===== src/rtl/i2c_addr_wait_slave.sv =====
module i2c_addr_wait_slave #(
  parameter int AW = 7,
  parameter logic [AW-1:0] RST_ADDR = 7'h50
) (
  input  logic          clk,
  input  logic          rst_n,
  input  logic          own_we,
  input  logic [AW-1:0] own_din,
  input  logic          wait_rel,
  input  logic          scl_i,
  input  logic          sda_i,
  output logic          scl_oe,
  output logic          sda_oe,
  output logic          irq,
  output logic [AW:0]   rx_data
);
  localparam int BW = AW + 1;
  localparam int CW = $clog2(BW + 1);

  typedef enum logic [2:0] {S_IDLE, S_ADDR, S_DATA, S_ACK, S_WAIT} st_t;
  st_t st;

  logic [1:0]    scl_sy, sda_sy;
  logic          scl_q, sda_q;
  logic [BW-1:0] sh;
  logic [CW-1:0] bitcnt;
  logic [AW-1:0] own_addr;

  wire scl_s     = scl_sy[1];
  wire sda_s     = sda_sy[1];
  wire scl_rise  = !scl_q && scl_s;
  wire scl_fall  = scl_q && !scl_s;
  wire start_det = scl_q && scl_s && sda_q && !sda_s;
  wire stop_det  = scl_q && scl_s && !sda_q && sda_s;
  wire byte_done = scl_fall && (bitcnt == CW'(BW));

  always_ff @(posedge clk or negedge rst_n) begin
    if (!rst_n) begin
      scl_sy <= 2'b11;
      sda_sy <= 2'b11;
      scl_q  <= 1'b1;
      sda_q  <= 1'b1;
    end else begin
      scl_sy <= {scl_sy[0], scl_i};
      sda_sy <= {sda_sy[0], sda_i};
      scl_q  <= scl_s;
      sda_q  <= sda_s;
    end
  end

  always_ff @(posedge clk or negedge rst_n) begin
    if (!rst_n) begin
      st       <= S_IDLE;
      sh       <= '0;
      bitcnt   <= '0;
      own_addr <= RST_ADDR;
      scl_oe   <= 1'b0;
      sda_oe   <= 1'b0;
      irq      <= 1'b0;
      rx_data  <= '0;
    end else begin
      irq <= 1'b0;
      if (own_we) own_addr <= own_din;
      if (start_det) begin
        st     <= S_ADDR;
        bitcnt <= '0;
        scl_oe <= 1'b0;
        sda_oe <= 1'b0;
      end else if (stop_det) begin
        st     <= S_IDLE;
        scl_oe <= 1'b0;
        sda_oe <= 1'b0;
      end else begin
        case (st)
          S_ADDR, S_DATA: begin
            if (scl_rise) begin
              sh     <= {sh[BW-2:0], sda_s};
              bitcnt <= bitcnt + 1'b1;
            end else if (byte_done) begin
              if (st == S_DATA) begin
                rx_data <= sh;
                sda_oe  <= 1'b1;
                st      <= S_ACK;
              end else if (sh[BW-1:1] == own_addr) begin
                sda_oe <= 1'b1;
                st     <= S_ACK;
              end else begin
                st <= S_IDLE;
              end
            end
          end
          S_ACK: if (scl_fall) begin
            sda_oe <= 1'b0;
            scl_oe <= 1'b1;
            irq    <= 1'b1;
            st     <= S_WAIT;
          end
          S_WAIT: if (wait_rel) begin
            scl_oe <= 1'b0;
            bitcnt <= '0;
            st     <= S_DATA;
          end
          default: ;
        endcase
      end
    end
  end

  AST_STOP_RELEASES: assert property (@(posedge clk) disable iff (!rst_n)
    stop_det |=> (!scl_oe && !sda_oe));
  AST_IRQ_PULSE: assert property (@(posedge clk) disable iff (!rst_n)
    irq |=> !irq);
  AST_IRQ_WITH_STRETCH: assert property (@(posedge clk) disable iff (!rst_n)
    irq |-> scl_oe);
  AST_STRETCH_HOLDS: assert property (@(posedge clk) disable iff (!rst_n)
    (scl_oe && !wait_rel && !start_det && !stop_det) |=> scl_oe);
  AST_RELEASE_NEXT: assert property (@(posedge clk) disable iff (!rst_n)
    (st == S_WAIT && wait_rel && !start_det && !stop_det) |=> !scl_oe);
  AST_ACK_NOT_STRETCH: assert property (@(posedge clk) disable iff (!rst_n)
    !(sda_oe && scl_oe));
endmodule


===== config.mk =====
export PLATFORM = sky130hd
export DESIGN_NAME = i2c_addr_wait_slave
export DESIGN_NICKNAME = d
export VERILOG_FILES = /design/src/rtl/i2c_addr_wait_slave.sv
export SDC_FILE = /design/constraint.sdc
export NUM_CORES = 1
export LEC_CHECK = 0
export BUFFER_PORTS_ARGS = -buffer_cell sky130_fd_sc_hd__buf_2
export CAP_MARGIN = 0
export CORE_MARGIN = 5
export CORE_UTILIZATION = 56
export CTS_CLUSTER_SIZE = 40
export DETAILED_ROUTE_END_ITERATION = 12
export PLACE_DENSITY = 0.79
export SLEW_MARGIN = 20
export SYNTH_ARGS = -nofsm -noshare
export SYNTH_HDL_FRONTEND = slang
export SYNTH_SLANG_ARGS = --single-unit

===== constraint.sdc =====
create_clock -name clk -period 2.1 [get_ports clk]
set_input_delay 0.105 -clock clk [delete_from_list [all_inputs] [get_ports clk]]
set_output_delay 0.105 -clock clk [all_outputs]
set_load 0.01 [all_outputs]

==> results of run 1 <==
==> worst min path at each step <==
| stage | depth (start not counted) | to | slack, ps | from |
|---|---|---|---|---|
| after floorplan | 0 | bitcnt[0]$_DFFE_PN0P_ | -190 | rst_n |
| after global placement | 1 | scl_sy[0]$_DFF_PN1_ | 210 | scl_i |
| after detailed placement | 1 | scl_sy[0]$_DFF_PN1_ | 210 | scl_i |
| after CTS | 2 | own_addr[3]$_DFFE_PN0P_ | 120 | own_we |
| after global routing | 2 | own_addr[1]$_DFFE_PN0P_ | 140 | own_we |
| final | 2 | own_addr[3]$_DFFE_PN0P_ | 130 | own_we |
==> kinds of logic after synthesis <==
family          count (synthesis)  synth area share, %
simple gates                   53                 14.5
flops                          39                 56.4
compound gates                 22                 9.23
mux                            16                 10.5
buf+inv                        12                 2.86
xor+xnor                       10                 5.01
fa+ha+maj                       2                 1.43
==> metrics by stage <==
step | std cells | total power, uW | hold slack (ps) | instance area, sq um
floorplan | 154 | 1300 | -191 | 1750
global route | 237 | 2110 | 136 | 2100
finish | 237 | 1980 | 134 | 2100
CTS | 237 | 1990 | 122 | 2100
global placement | 219 | 1420 | 211 | 1920
detailed placement | 219 | 1460 | 212 | 1920
==> layer usage <==
layer	global-route usage (%)	part of all wire (%)
met1	21.0	38
met2	34.9	54
met3	5.78	5.9
met4	8.81	1.8
met5	0	0
==> cell type report <==
type	count	area, sq um
Multi-Input combinational cell	103	712
Timing Repair Buffer	36	238
Tap cell	44	55.1
Inverter	7	26.3
Fill cell	215	925
Sequential cell	39	986
Clock inverter	2	35.0
Clock buffer	6	51.3
==> sequential cells by signal, summed over array words and instances (netlist names) <==
name and flops:
rx_data 8, sh 8, own_addr 7, bitcnt 4, st 3, scl_sy 2
sda_sy 2, irq 1, scl_oe 1, scl_q 1, sda_oe 1, sda_q 1
==> power by group <==
part / switching (uW) / internal, uW
Sequential: 153 / 882
Combinational: 215 / 211
Clock: 241 / 281
Total: 610 / 1370
==> worst max-delay path, stage by stage, from the launching register on <==
cell and delay (ps):
dfstp_2 620, inv_2 50, or4_1 540, a21oi_4 190, o21ai_2 70, mux2_4 290
==> cells in the final DEF, fill, tap and decap left out, types with 2 or more instances in the layout <==
cell,count
nand2_1,31
dfrtp_1,31
buf_2,23
mux2_2,15
dlygate4sd3_1,10
dfstp_2,8
nor2_1,7
inv_1,6
xor2_1,6
o21ai_0,5
clkbuf_4,5
nand3_1,4
xnor2_1,4
a21oi_1,4
buf_4,3
and4bb_2,2
nor4_1,2
o211ai_1,2
ha_1,2
==> what timing repair did <==
item / CTS / global route
endpoints found under the hold margin: 40 / 0
buffers inserted: 0 / 0
hold buffers: 10 / 0
==> impl_metrics.ini, run 1 <==
[grt]
grt_antenna_before_repair = 0
grt_pass1_vias = 1409
grt_overflow = 0
grt_max_degree = 40
grt.total_usage_pct = 19.5
grt_pass1_wl_um = 6380

[setup_path]
criticalPathCategory = reg -> reg
cp-start-kind = flop
reg2reg_from = scl_sy[1]$_DFF_PN1_
critPathArrivalTime_ps = 2100
cp-startpoint = scl_sy[1]$_DFF_PN1_
r2r-end = bitcnt[3]$_DFFE_PN0P_
setup.worst_path.end = bitcnt[3]$_DFFE_PN0P_
regToRegSetupSlack_ps = 230
worst-r2r-cell-count = 5
crit_required_ps = 2330
end_kind = flop
worst-path-max-fanout = 8

[power_and_ir_drop]
powerDensity_nw_per_um2 = 943
vdd_ir_drop_max_uv = 607
p_leak_uw = 0.00103

[synth]
synth_common_cells = dfrtp_1 (31), nand2_1 (31), mux2_2 (15)
ys.flop_type = dfrtp_1
yosysTopAreaCell = dfrtp_1
yosysWarnings = 0
synthesis.area_sq_um = 1750
synth_fp_nets = 169
async_reset_ff_share_pct = 100
synth_area_leaders = dfrtp_1 (44%), dfstp_2 (12%), mux2_2 (9.7%), nand2_1 (6.7%), xor2_1 (3.0%)
synth_edf_count = 0
netlist_instances = 154
yosysSeqAreaShare_pct = 56.4
ys_types = 38
avgSynthCellArea_sq_um = 11.4
yosys_register_bits = 39
yosysTopAreaCellShare_pct = 44.4

[sta]
slew_headroom_pct = 45.3
hold_viol = 0
rsz0062_at_grt = no
setup_tns_ps = 0
period_minus_slack_ps = 1870
postLayoutSetupSlackWorst_ps = 229
skew_ps = 8.79
setup_viol = 0
tightest_slew_ps = 821
fin_crit_sh_pct = 89.1
clock.fmax_mhz = 534
final_max_slew_viol_count = 0

[place]
port-buffer-count = 23
pre_cts_ws_ps = 255
place_congestion = 0.815
dp_hpwl_um = 2520

[cts]
cts_made_buffers = 5
cts-root-buf = clkbuf_4
cts_tree = done
cts-resized-gates = 0
cts.htree.levels = 2
clk_pin_slew_ps = 120
ctsLongestPathBuffers = 2
clk_latency_ps = 340
clock-sinks = 39

[cells_and_area]
area_growth_pct = 20.3
utilization_pct = 69.5
antenna_cells = 0
drive_above_1_share_pct = 33.2
nets = 207

[floorplanning]
initial_core_util_pct = 57.7
rows = 20
die_area_sq_um = 4340
die_w_um = 65.9
coreArea_sq_um = 3030
chipHeight_um = 65.9
pin_count = 24

[detailed_routing]
vias = 1283
drt_iter0_drc = 110
wl_um = 3580
drt-pass1-iter-count = 4
wl_per_cell_um = 15.1
ant_nets = 0
via_per_inst = 5.41
drc_errors = 0

[flow_run]
drv_cap = 0

[worst_hold_path]
hold_path.class = in -> reg

[run_status]
outcome = completed
Power figures use the tool's default switching activity.
==> inputs of run 2 (changes only) <==
--- a/config.mk
+++ b/config.mk
@@ -8,10 +8,10 @@
 export BUFFER_PORTS_ARGS = -buffer_cell sky130_fd_sc_hd__buf_2
 export CAP_MARGIN = 0
 export CORE_MARGIN = 5
-export CORE_UTILIZATION = 56
+export CORE_UTILIZATION = 55
 export CTS_CLUSTER_SIZE = 40
 export DETAILED_ROUTE_END_ITERATION = 12
-export PLACE_DENSITY = 0.79
+export PLACE_DENSITY = 0.78
 export SLEW_MARGIN = 20
 export SYNTH_ARGS = -nofsm -noshare
 export SYNTH_HDL_FRONTEND = slang
==> impl_metrics.ini, run 2 (same netlist as run 1, synthesis figures left out) <==
[detailed_routing]
drt_iter0_drc = 96
vias = 1252
ant_nets = 0
drc_errors = 0
drt-pass1-iter-count = 4
wl_per_cell_um = 15.0
via_per_inst = 5.31
wl_um = 3540

[place]
dp_hpwl_um = 2440
port-buffer-count = 23
place_congestion = 0.888
pre_cts_ws_ps = 243
dp_cells = 218

[sta]
setup_viol = 0
slew_headroom_pct = 44.3
hold_viol = 0
clock.fmax_mhz = 533
rsz0062_at_grt = no
fin_crit_sh_pct = 89.4
final_max_slew_viol_count = 0
skew_ps = 11.4
period_minus_slack_ps = 1880
postLayoutSetupSlackWorst_ps = 223
setup_tns_ps = 0
tightest_slew_ps = 835

[floorplanning]
chipHeight_um = 66.4
die_area_sq_um = 4410
initial_core_util_pct = 57.3
pin_count = 24
coreArea_sq_um = 3050
rows = 20
die_w_um = 66.4

[setup_path]
critPathArrivalTime_ps = 2130
regToRegSetupSlack_ps = 220
end_kind = flop
cp_top_family = flip-flops
cp-start-kind = flop
critical_path.max_stage_delay_ps = 620
crit_required_ps = 2350
worst-path-max-fanout = 8
crit_path_top_delay_cell = dfstp_2
criticalPathCategory = reg -> reg
crit_path_cell_trace = inv_2 > or4_1 > a21oi_4 > o21ai_2 > mux2_4
worstPathBufferInverterCount = 1

[cts]
cts_made_buffers = 5
clk_latency_ps = 360
cts.htree.levels = 2
clock-sinks = 39
ctsLongestPathBuffers = 2
cts_tree = done
cts_setup_buffers = 0
clk_pin_slew_ps = 120
cts-root-buf = clkbuf_4

[cells_and_area]
top_regs = rx_data x8, sh x8, own_addr x7
fillCellCount = 236
nets = 206
instances_no_fill = 236
area_growth_pct = 20.1
drive_above_1_share_pct = 32.8
antenna_cells = 0
final_cell_mix = nand2_1 (31), dfrtp_1 (31), buf_2 (23), mux2_2 (15), dlygate4sd3_1 (10)

[flow_run]
drv_cap = 0

[power_and_ir_drop]
powerDensity_nw_per_um2 = 949
p_leak_uw = 0.00103
vdd_ir_drop_max_uv = 570

[grt]
grt.total_usage_pct = 19.0
grt_pass1_wl_um = 6260
grt_antenna_before_repair = 0
grt_overflow = 0
grt_max_degree = 40
grt_pass1_vias = 1381

[worst_hold_path]
hold_path.class = in -> reg

[run_status]
outcome = completed
-- run 2: cell count changes in the layout (fill, tap and decap cells not counted) --
| cell | previous run | this run |
|---|---|---|
| inv_6 | 0 | 1 |
| clkinv_2 | 1 | 0 |
| buf_4 | 3 | 2 |
-- run 2: per-stage QoR --
stage               area [sq um]  utilization (%)  total power, uW  hold WS (ps)
floorplan                   1750                -             1300          -191
global placement            1910             62.5             1410           210
detailed placement          1910             62.5             1440           212
CTS                         2100             68.8             2000          97.4
global route                2100             68.8             2120          95.4
finish                      2100             68.8             1990           109
-- run 2: worst paths after layout --
| kind | depth (start not counted) | to | startpoint |
|---|---|---|---|
| max | 5 | bitcnt[3]$_DFFE_PN0P_ | scl_sy[1]$_DFF_PN1_ |
| min | 2 | own_addr[1]$_DFFE_PN0P_ | own_we |
| max reg2reg | 5 | bitcnt[3]$_DFFE_PN0P_ | scl_sy[1]$_DFF_PN1_ |
| min reg2reg | 0 | sda_sy[1]$_DFF_PN1_ | sda_sy[0]$_DFF_PN1_ |
| max in group asynchronous | 2 | scl_oe$_DFFE_PN0P_ | rst_n |
| min in group asynchronous | 2 | bitcnt[1]$_DFFE_PN0P_ | rst_n |
-- run 2: worst register-to-register path: stages, from the launching register on --
cell     delay (ps)
dfstp_2         620
inv_2            50
or4_1           560
a21oi_4         200
o21ai_2          70
mux2_4          290
-- run 2: metal layers --
metal  up-vias  wire, um  track usage [%]
met2        25      1700             31.1
met3         9       152             4.25
met4         0        76             9.14
met5         -         0                0
li1        598         -                -
met1       620      1610             23.7
-- run 2: area by class of cell --
type	instances	area (sq um)	area share (%)
flip-flops and latches	39	986	47.0
multi-input cells	103	712	33.9
repair buffers	35	230	11.0
well taps	44	55.1	2.62
clock buffers	6	51.3	2.44
clock inverters	2	38.8	1.85
inverters	7	26.3	1.25
-- run 2: repair_timing --
action / 4_1_cts / 5_1_grt
hold buffers: 10 / 0
gates resized for setup: 0 / 0
hold endpoints to repair: 40 / 0
-- run 2: report_power, final --
part / internal, uW / switching, uW
registers: 881 / 151
clock network: 287 / 263
logic: 205 / 206
==> inputs of run 3 (changes only) <==
--- a/config.mk
+++ b/config.mk
@@ -8,10 +8,10 @@
 export BUFFER_PORTS_ARGS = -buffer_cell sky130_fd_sc_hd__buf_2
 export CAP_MARGIN = 0
 export CORE_MARGIN = 5
-export CORE_UTILIZATION = 55
+export CORE_UTILIZATION = 50
 export CTS_CLUSTER_SIZE = 40
 export DETAILED_ROUTE_END_ITERATION = 12
-export PLACE_DENSITY = 0.78
+export PLACE_DENSITY = 0.75
 export SLEW_MARGIN = 20
 export SYNTH_ARGS = -nofsm -noshare
 export SYNTH_HDL_FRONTEND = slang
==> constraint.sdc (replaced) <==
create_clock -name clk -period 1.7 [get_ports clk]
set_input_delay 0.085 -clock clk [delete_from_list [all_inputs] [get_ports clk]]
set_output_delay 0.085 -clock clk [all_outputs]
set_load 0.01 [all_outputs]
==> impl_metrics.ini, run 3 (same netlist as run 1, synthesis figures left out) <==
[floorplanning]
pin_count = 24
die_area_sq_um = 4780
chipHeight_um = 69.1
rows = 21
coreArea_sq_um = 3360
initial_core_util_pct = 52.0
die_w_um = 69.1

[setup_path]
critPathArrivalTime_ps = 1970
end_kind = flop
crit_path_cell_trace = inv_2 > or4_4 > a21oi_4 > o21ai_2 > mux2_4
worst-r2r-cell-count = 5
reg2reg_from = scl_sy[1]$_DFF_PN1_
crit_required_ps = 1930
criticalPathCategory = reg -> reg
cp-start-kind = flop
r2r-end = bitcnt[3]$_DFFE_PN0P_
cp_top_family = flip-flops
regToRegSetupSlack_ps = -40
worst-path-max-fanout = 3
worstPathBufferInverterCount = 1
critical_path.max_stage_delay_ps = 570
crit_path_top_delay_cell = dfstp_2

[place]
dp_hpwl_um = 2710
port-buffer-count = 23
pre_cts_ws_ps = -65.1
place_congestion = 0.828

[cts]
ctsLongestPathBuffers = 2
clk_pin_slew_ps = 110
cts.htree.levels = 2
cts_setup_buffers = 0
cts_tree = done
cts-root-buf = clkbuf_4
clk_latency_ps = 330
clock-sinks = 39
cts_made_buffers = 5

[sta]
final_max_slew_viol_count = 0
tightest_slew_ps = 487
setup_viol = 2
postLayoutSetupSlackWorst_ps = -40.5
hold_viol = 0
period_minus_slack_ps = 1740
rsz0062_at_grt = yes
clock.fmax_mhz = 575
slew_headroom_pct = 67.5
skew_ps = 8.87
fin_crit_sh_pct = 102

[detailed_routing]
vias = 1318
via_per_inst = 5.27
wl_per_cell_um = 14.6
ant_nets = 0
drt-pass1-iter-count = 5
drc_errors = 0
drt_iter0_drc = 104
wl_um = 3650

[grt]
grt_pass1_vias = 1439
grt_overflow = 0
grt_max_degree = 40
grt_antenna_before_repair = 0
grt.total_usage_pct = 16.7
grt_pass1_wl_um = 6500

[cells_and_area]
drive_above_1_share_pct = 38.2
nets = 218
top_regs = rx_data x8, sh x8, own_addr x7
final_cell_mix = nand2_1 (31), dfrtp_1 (31), buf_2 (23), mux2_2 (15), buf_4 (13)
area_growth_pct = 25.3
antenna_cells = 0

[power_and_ir_drop]
total_power_uw = 2440
powerDensity_nw_per_um2 = 1110
p_leak_uw = 0.00108
vdd_ir_drop_max_uv = 551

[worst_hold_path]
whs_endpoint = own_addr[0]$_DFFE_PN0P_
hold_path.class = in -> reg
holdPathStages = 2
worstHoldStart = own_we

[flow_run]
drv_cap = 0

[run_status]
outcome = complete, but fails checks
violations = setup timing
## run 3: repair_timing
item | CTS | global route
hold buffers | 10 | 0
hold endpoints to repair | 40 | 0
setup endpoints to repair | 2 | 9
pin swaps | 3 | 2
resized for setup | 2 | 4
## run 3: cell type report
cell class              instances  area (sq um)
well taps                      46          57.6
flip-flops and latches         39           986
multi-input cells             103           728
clock buffers                   8          68.8
inverters                       7          26.3
repair buffers                 47           324
fillers                       274          1170
## run 3: how the worst max path moves through the flow
stage               depth (start not counted)                 from                    end
floorplan                                   6  scl_sy[1]$_DFF_PN1_  bitcnt[3]$_DFFE_PN0P_
detailed placement                          6  scl_sy[1]$_DFF_PN1_  bitcnt[3]$_DFFE_PN0P_
CTS                                         5  scl_sy[1]$_DFF_PN1_  bitcnt[3]$_DFFE_PN0P_
global route                                5  scl_sy[1]$_DFF_PN1_  bitcnt[3]$_DFFE_PN0P_
finish                                      5  scl_sy[1]$_DFF_PN1_  bitcnt[3]$_DFFE_PN0P_
global placement                            5  scl_sy[1]$_DFF_PN1_  bitcnt[3]$_DFFE_PN0P_
## run 3: worst reg2reg max path, delay by kind of cell (launching register included)
family | cells | cell delay [ps]
buffers and inverters | 1 | 40
flip-flops | 1 | 570
AND/OR/NAND/NOR | 1 | 500
multiplexers | 1 | 290
AO/OA/AOI/OAI | 2 | 240
## run 3: power by group
part	switching [uW]	leakage [uW]	internal, uW
Clock	285	0.0000386	244
Sequential	160	0.000495	1090
Combinational	332	0.000543	328
Total	776	0.00108	1660
## run 3: routing by layer
metal,part of all wire [%],vias to the layer above,global-route usage [%]
li1,-,629,-
met1,40,650,18.4
met2,55,32,30.0
met3,3.3,7,4.36
met4,1.3,0,6.94
met5,0,-,0
## run 3: through the flow
stage / TNS (ps) / hold slack, ps / util (%) / instances / cell area (sq um)
finish: -44.2 / 125 / 65.1 / 250 / 2190
global route: -135 / 117 / 65.1 / 250 / 2190
CTS: -61.7 / 113 / 64.7 / 250 / 2180
detailed placement: -65.1 / 165 / 59.6 / 232 / 2010
global placement: 0 / 157 / 59.6 / 232 / 2010
floorplan: -156 / -211 / - / 154 / 1760
